$ cat config.mk
export PLATFORM = sky130hd
export DESIGN_NAME = tile_addr_xlat
export DESIGN_NICKNAME = d
export VERILOG_FILES = /design/src/rtl/tile_xlat_pkg.sv /design/src/rtl/tile_cfg_decode.sv /design/src/rtl/tile_map_core.sv /design/src/rtl/tile_range_chk.sv /design/src/rtl/tile_addr_xlat.sv
export SDC_FILE = /design/constraint.sdc
export NUM_CORES = 1
export LEC_CHECK = 0
export BUFFER_PORTS_ARGS = -buffer_cell sky130_fd_sc_hd__buf_2
export CORE_MARGIN = 2
export CORE_UTILIZATION = 49
export CTS_CLUSTER_DIAMETER = 60
export CTS_CLUSTER_SIZE = 8
export DETAILED_ROUTE_END_ITERATION = 7
export GPL_TIMING_DRIVEN = 0
export PLACE_DENSITY = 0.69
export SYNTH_ARGS = -nofsm -noshare
export SYNTH_HDL_FRONTEND = slang
export SYNTH_HIERARCHICAL = 1
export SYNTH_SLANG_ARGS = --single-unit
$ cat constraint.sdc
create_clock -name clk -period 1 [get_ports clk]
set_input_delay 0.2 -clock clk [delete_from_list [all_inputs] [get_ports clk]]
set_output_delay 0.2 -clock clk [all_outputs]
set_load 0.01 [all_outputs]
$ cat src/rtl/tile_xlat_pkg.sv
package tile_xlat_pkg;
   localparam int TILE_W_LOG   = 7;   // 128-byte tile width
   localparam int TILE_H_LOG   = 5;   // 32-line tile height
   localparam int TILE_SZ_LOG  = TILE_W_LOG + TILE_H_LOG;
   localparam int BASE_SHIFT   = 12;
   localparam int LINE_LOG_MIN = 10;
   localparam int SHIFT_W      = 5;

   typedef struct packed {
      logic [15:0] unused_hi;
      logic [2:0]  line_sel;
      logic [12:0] base_page;
   } cfg_t;
endpackage

$ cat src/rtl/tile_cfg_decode.sv
module tile_cfg_decode
   import tile_xlat_pkg::*;
#(
   parameter int ADDR_W = 32
) (
   input  logic [31:0]         cfg_word,
   output logic [ADDR_W-1:0]   tile_base,
   output logic [SHIFT_W-1:0]  line_shift
);
   cfg_t cfg;
   logic unused_cfg;

   assign cfg        = cfg_t'(cfg_word);
   assign unused_cfg = ^cfg.unused_hi;
   assign tile_base  = ADDR_W'(cfg.base_page) << BASE_SHIFT;
   assign line_shift = SHIFT_W'(LINE_LOG_MIN) + SHIFT_W'(cfg.line_sel);
endmodule

$ cat src/rtl/tile_map_core.sv
module tile_map_core
   import tile_xlat_pkg::*;
#(
   parameter int ADDR_W   = 32,
   parameter int PITCH_W  = 24,
   parameter bit USE_MULT = 1'b1
) (
   input  logic [ADDR_W-1:0]   lin_addr,
   input  logic [ADDR_W-1:0]   tile_base,
   input  logic [SHIFT_W-1:0]  line_shift,
   input  logic [PITCH_W-1:0]  row_pitch,
   output logic [ADDR_W-1:0]   map_addr
);
   localparam logic [ADDR_W-1:0] COL_MASK  = ADDR_W'((1 << TILE_W_LOG) - 1);
   localparam logic [ADDR_W-1:0] LINE_MASK = ADDR_W'((1 << TILE_H_LOG) - 1);

   logic              below;
   logic [ADDR_W-1:0] off, low_mask, x_col, y_line, y_tile, pitch_ext;
   logic [ADDR_W-1:0] row_term, tiled;

   assign below     = lin_addr < tile_base;
   assign off       = lin_addr - tile_base;
   assign low_mask  = ~({ADDR_W{1'b1}} << line_shift);
   assign x_col     = off & low_mask;
   assign y_line    = off >> line_shift;
   assign y_tile    = y_line >> TILE_H_LOG;
   assign pitch_ext = ADDR_W'(row_pitch);

   generate
      if (USE_MULT) begin : g_mul
         assign row_term = y_tile * pitch_ext;
      end else begin : g_shadd
         always_comb begin
            row_term = '0;
            for (int i = 0; i < PITCH_W; i++) begin
               if (row_pitch[i]) row_term = row_term + (y_tile << i);
            end
         end
      end
   endgenerate

   assign tiled = tile_base
                + (x_col & COL_MASK)
                + ((x_col >> TILE_W_LOG) << TILE_SZ_LOG)
                + ((y_line & LINE_MASK) << TILE_W_LOG)
                + row_term;

   assign map_addr = below ? lin_addr : tiled;
endmodule

$ cat src/rtl/tile_range_chk.sv
module tile_range_chk #(
   parameter int ADDR_W = 32
) (
   input  logic [ADDR_W-1:0] addr,
   input  logic [ADDR_W-1:0] limit,
   input  logic              is_write,
   output logic              oor,
   output logic              wr_ok,
   output logic              rd_ones
);
   assign oor     = addr >= limit;
   assign wr_ok   = is_write & ~oor;
   assign rd_ones = ~is_write & oor;
endmodule

$ cat src/rtl/tile_addr_xlat.sv
module tile_addr_xlat
   import tile_xlat_pkg::*;
#(
   parameter int ADDR_W   = 32,
   parameter int PITCH_W  = 24,
   parameter bit USE_MULT = 1'b1
) (
   input  logic               clk,
   input  logic               rst_n,
   input  logic [31:0]        cfg_word,
   input  logic [PITCH_W-1:0] row_pitch,
   input  logic [ADDR_W-1:0]  mem_limit,
   input  logic               in_valid,
   input  logic               in_write,
   input  logic [ADDR_W-1:0]  in_addr,
   output logic               out_valid,
   output logic               out_write,
   output logic [ADDR_W-1:0]  out_addr,
   output logic               out_oor,
   output logic               out_wr_en,
   output logic               out_rd_ones
);
   initial begin
      assert (ADDR_W >= BASE_SHIFT + 13)
         else $fatal(1, "ADDR_W too small for tile base field");
      assert (PITCH_W < ADDR_W)
         else $fatal(1, "PITCH_W must be narrower than ADDR_W");
   end

   logic [ADDR_W-1:0]  dec_base, map_addr;
   logic [SHIFT_W-1:0] dec_shift;
   logic               c_oor, c_wr_ok, c_rd_ones;

   tile_cfg_decode #(.ADDR_W(ADDR_W)) u_dec (
      .cfg_word   (cfg_word),
      .tile_base  (dec_base),
      .line_shift (dec_shift)
   );

   tile_map_core #(.ADDR_W(ADDR_W), .PITCH_W(PITCH_W), .USE_MULT(USE_MULT)) u_map (
      .lin_addr   (in_addr),
      .tile_base  (dec_base),
      .line_shift (dec_shift),
      .row_pitch  (row_pitch),
      .map_addr   (map_addr)
   );

   tile_range_chk #(.ADDR_W(ADDR_W)) u_rng (
      .addr     (map_addr),
      .limit    (mem_limit),
      .is_write (in_write),
      .oor      (c_oor),
      .wr_ok    (c_wr_ok),
      .rd_ones  (c_rd_ones)
   );

   always_ff @(posedge clk or negedge rst_n) begin
      if (!rst_n) begin
         out_valid   <= 1'b0;
         out_write   <= 1'b0;
         out_addr    <= '0;
         out_oor     <= 1'b0;
         out_wr_en   <= 1'b0;
         out_rd_ones <= 1'b0;
      end else begin
         out_valid   <= in_valid;
         out_wr_en   <= in_valid & c_wr_ok;
         out_rd_ones <= in_valid & c_rd_ones;
         if (in_valid) begin
            out_write <= in_write;
            out_addr  <= map_addr;
            out_oor   <= c_oor;
         end
      end
   end


   latency_chk: assert property (@(posedge clk) disable iff (!rst_n)
      in_valid |=> out_valid);


   idle_chk: assert property (@(posedge clk) disable iff (!rst_n)
      !in_valid |=> !out_valid && !out_wr_en && !out_rd_ones);


   passthru_chk: assert property (@(posedge clk) disable iff (!rst_n)
      (in_valid && (in_addr < dec_base)) |=> (out_addr == $past(in_addr)));


   wr_guard_chk: assert property (@(posedge clk) disable iff (!rst_n)
      out_wr_en |-> (out_valid && out_write && !out_oor));


   rd_ones_chk: assert property (@(posedge clk) disable iff (!rst_n)
      out_rd_ones |-> (out_valid && !out_write && out_oor));


   excl_chk: assert property (@(posedge clk) disable iff (!rst_n)
      $onehot0({out_wr_en, out_rd_ones}));
endmodule

==> impl_metrics.py <==
metrics = {
    "timing": {
        "worst_pin_slew_ns": 1.13,
        "worst_slack_ns": -10.62,
        "max_freq_ghz": 0.0861,
        "hold_viol": 0,
        "fin_crit_sh_pct": 1160,
        "setup_violations": 59,
        "rsz0062_at_grt": "true",
        "slew_headroom_pct": 24.4,
        "period_needed_ns": 11.62,
        "slew_violations": 0,
        "fin_worst_skew_ns": 0,
    },
    "yosys": {
        "yosysMostFrequentCell": "inv_1",
        "yosysTopAreaCell": "fa_1",
        "synth_cell_types": 96,
        "ys_seq_area_share_pct": 3.87,
        "syn_avg_cell_area_um2": 8.27,
        "netlist_top_cells_area": "fa_1 37%, inv_1 10%, ha_1 9.0%, nand2_1 5.8%, and2_1 4.7%",
        "synth_top_area_share_pct": 36.7,
        "netlist_top_cells_count": "656 x inv_1, 439 x fa_1, 367 x nand2_1",
        "ys_ff_latch": 37,
        "syn_area_um2": 23900,
        "synth-edff-count": 0,
        "yosysWarnings": 6,
        "async_reset_ff_share_pct": 100,
        "synth_flop_cell": "dfrtp_1",
        "synthCells": 2895,
    },
    "routing": {
        "post_drt_via_cell_ratio": 5.80,
        "detail_route.iter0.violations": 1909,
        "drt_wl_total_um": 94100,
        "drc": 0,
        "vias": 22300,
        "drtPass1Iterations": 7,
        "wl_per_cell_um": 24.4,
        "antenna_left": 0,
    },
    "layout": {
        "area_growth_pct": 26.5,
        "nets": 3967,
        "drive_above_1_share_pct": 26.0,
        "final_area_um2": 30300,
    },
    "worst_setup_path": {
        "crit_required_ns": 1.16,
        "path_max_fanout": 4,
        "arrival_ns": 11.78,
        "path_common_cell": "fa_1",
        "slowest_delay_ns": 0.61,
        "crit_path_end_kind": "flop",
        "crit_path_start_kind": "input port",
        "reg2regPathDepth": 2,
        "cpMaxStageDelayCell": "fa_1",
        "worstSetupPathType": "input port to flop",
    },
    "place": {
        "dpl_cell_area_um2": 25900,
        "portBuffers": 124,
        "dpl.hpwl_um": 75900,
        "gp_congestion": 1.00,
    },
    "clocking": {
        "numCtsBuffers": 5,
        "root_buffer": "clkbuf_16",
        "numClockSinks": 37,
        "cts_buffer_depth": 2,
        "h-tree-depth": 2,
        "clk_pin_slew_worst_paths_ns": 0.06,
        "insertion_delay_ns": 0.28,
        "cts_tree": "built",
        "holdBufCountCts": 0,
    },
    "floorplan": {
        "core_um2": 47900,
        "num_rows": 80,
        "die_h_um": 225,
        "die-area_um2": 50600,
        "io_pins": 161,
        "die_x_um": 225,
        "initial_core_util_pct": 49.9,
    },
    "outcome": {
        "status": "finished, violations left",
        "violations": "setup timing",
    },
    "grt": {
        "antenna_found_initial": 0,
        "grt_util_all_layers_pct": 36.4,
        "grt_first_pass_wirelength_um": 138000,
        "grt_overflow": 0,
        "grt_pass1_vias": 23000,
        "grt_max_degree": 38,
    },
    "worst_hold_path": {
        "hp-class": "input port to async pin",
    },
    "run": {
        "drv_cap": 0,
    },
}
cells by family (layout without fill, tap and decap cells):
| kind of cell | Yosys count | count (layout) | synth area share [%] |
|---|---|---|---|
| AND/OR/NAND/NOR | 857 | 857 | 17.3 |
| buffers and inverters | 827 | 1146 | 13.7 |
| adder cells (fa/ha/maj) | 612 | 612 | 45.8 |
| AO/OA/AOI/OAI | 401 | 401 | 11.9 |
| XOR/XNOR | 81 | 81 | 3.25 |
| multiplexers | 79 | 79 | 4.24 |
| flip-flops | 37 | 37 | 3.87 |
| other | 1 | 22 | 0.0157 |
registers in the layout (all words and copies together) (netlist names):
name / count
out_addr: 32
out_oor: 1
out_rd_ones: 1
out_valid: 1
out_wr_en: 1
out_write: 1
stage by stage:
| stage | utilization [%] | TNS (ns) | hold slack [ns] | setup slack [ns] | cells |
|---|---|---|---|---|---|
| CTS | 59.2 | -270.87 | 0.0508 | -10.33 | 3755 |
| detailed placement | 53.9 | -335.45 | 0.336 | -12.58 | 3653 |
| finish | 63.2 | -281.54 | 0.0324 | -10.62 | 3850 |
| floorplan | - | -247.11 | -0.0956 | -9.44 | 2913 |
| global placement | 53.9 | -346.36 | 0.338 | -12.78 | 3652 |
| global route | 63.2 | -287.48 | 0.0550 | -10.80 | 3847 |
path summary, 6_finish.rpt:
path                       slack [ns]    startpoint           end
setup / recovery               -10.62   cfg_word[5]       out_oor
hold / removal                   0.03         rst_n  out_addr[13]
setup reg to reg                 0.10  out_addr[16]  out_addr[16]
hold reg to reg                  0.51  out_addr[26]  out_addr[26]
max in group asynchronous        0.41         rst_n  out_addr[19]
min in group clk                 0.05      in_valid     out_valid
area by class of cell:
cell class | instances | area (um2)
Inverter | 659 | 2490
Tap cell | 615 | 769
Fill cell | 4029 | 17700
Clock buffer | 5 | 125
Antenna cell | 3 | 7.51
Timing Repair Buffer | 312 | 2460
Sequential cell | 37 | 926
Buffer | 167 | 1130
Multi-Input combinational cell | 2049 | 22300
Clock inverter | 3 | 43.8
timing repair:
action | CTS | global route
setup endpoints to repair | 64 | 69
buffers inserted | 95 | 95
resized for setup | 341 | 261
cloned | 1 | 0
pin swaps | 124 | 94
endpoints found under the hold margin | 0 | 0
critical path: cells and delay by family:
kind | cells | cell delay [ns]
buffers and inverters | 11 | 1.03
adder cells (fa/ha/maj) | 10 | 4.42
AO/OA/AOI/OAI | 16 | 3.63
AND/OR/NAND/NOR | 10 | 1.89
XOR/XNOR | 1 | 0.33
multiplexers | 1 | 0.26
cells in the final DEF (no fill, tap or decap), types with 14 or more instances in the layout:
master and count:
nor3_1 42, nand2_1 346, nand2b_1 15, dfrtp_1 37
buf_6 68, buf_12 18, xnor2_1 42, nor2_1 100
o211ai_1 23, a21oi_1 70, o21ai_2 24, a21o_1 28
conb_1 19, a21oi_2 25, ha_4 37, mux2i_1 21
buf_2 119, clkbuf_2 15, clkbuf_1 69, o21ai_0 25
nand3_1 32, nand2_2 16, a21oi_4 14, ha_1 130
nand4_1 15, fa_1 422, fa_2 17, and2_1 169
inv_1 625, inv_2 28, buf_4 154, mux2_4 35
layer usage:
layer  GRT usage [%]  vias to the layer above  wire (um)
met4            17.1                        0       5370
met1            47.5                    11300      36100
met2            60.9                     1104      45200
li1                -                     9673          -
met5               0                        -          0
met3            3.77                      255       7370
Power is not shown: default switching activity piles up to over one toggle a cycle in this logic, so the estimate is an artifact.
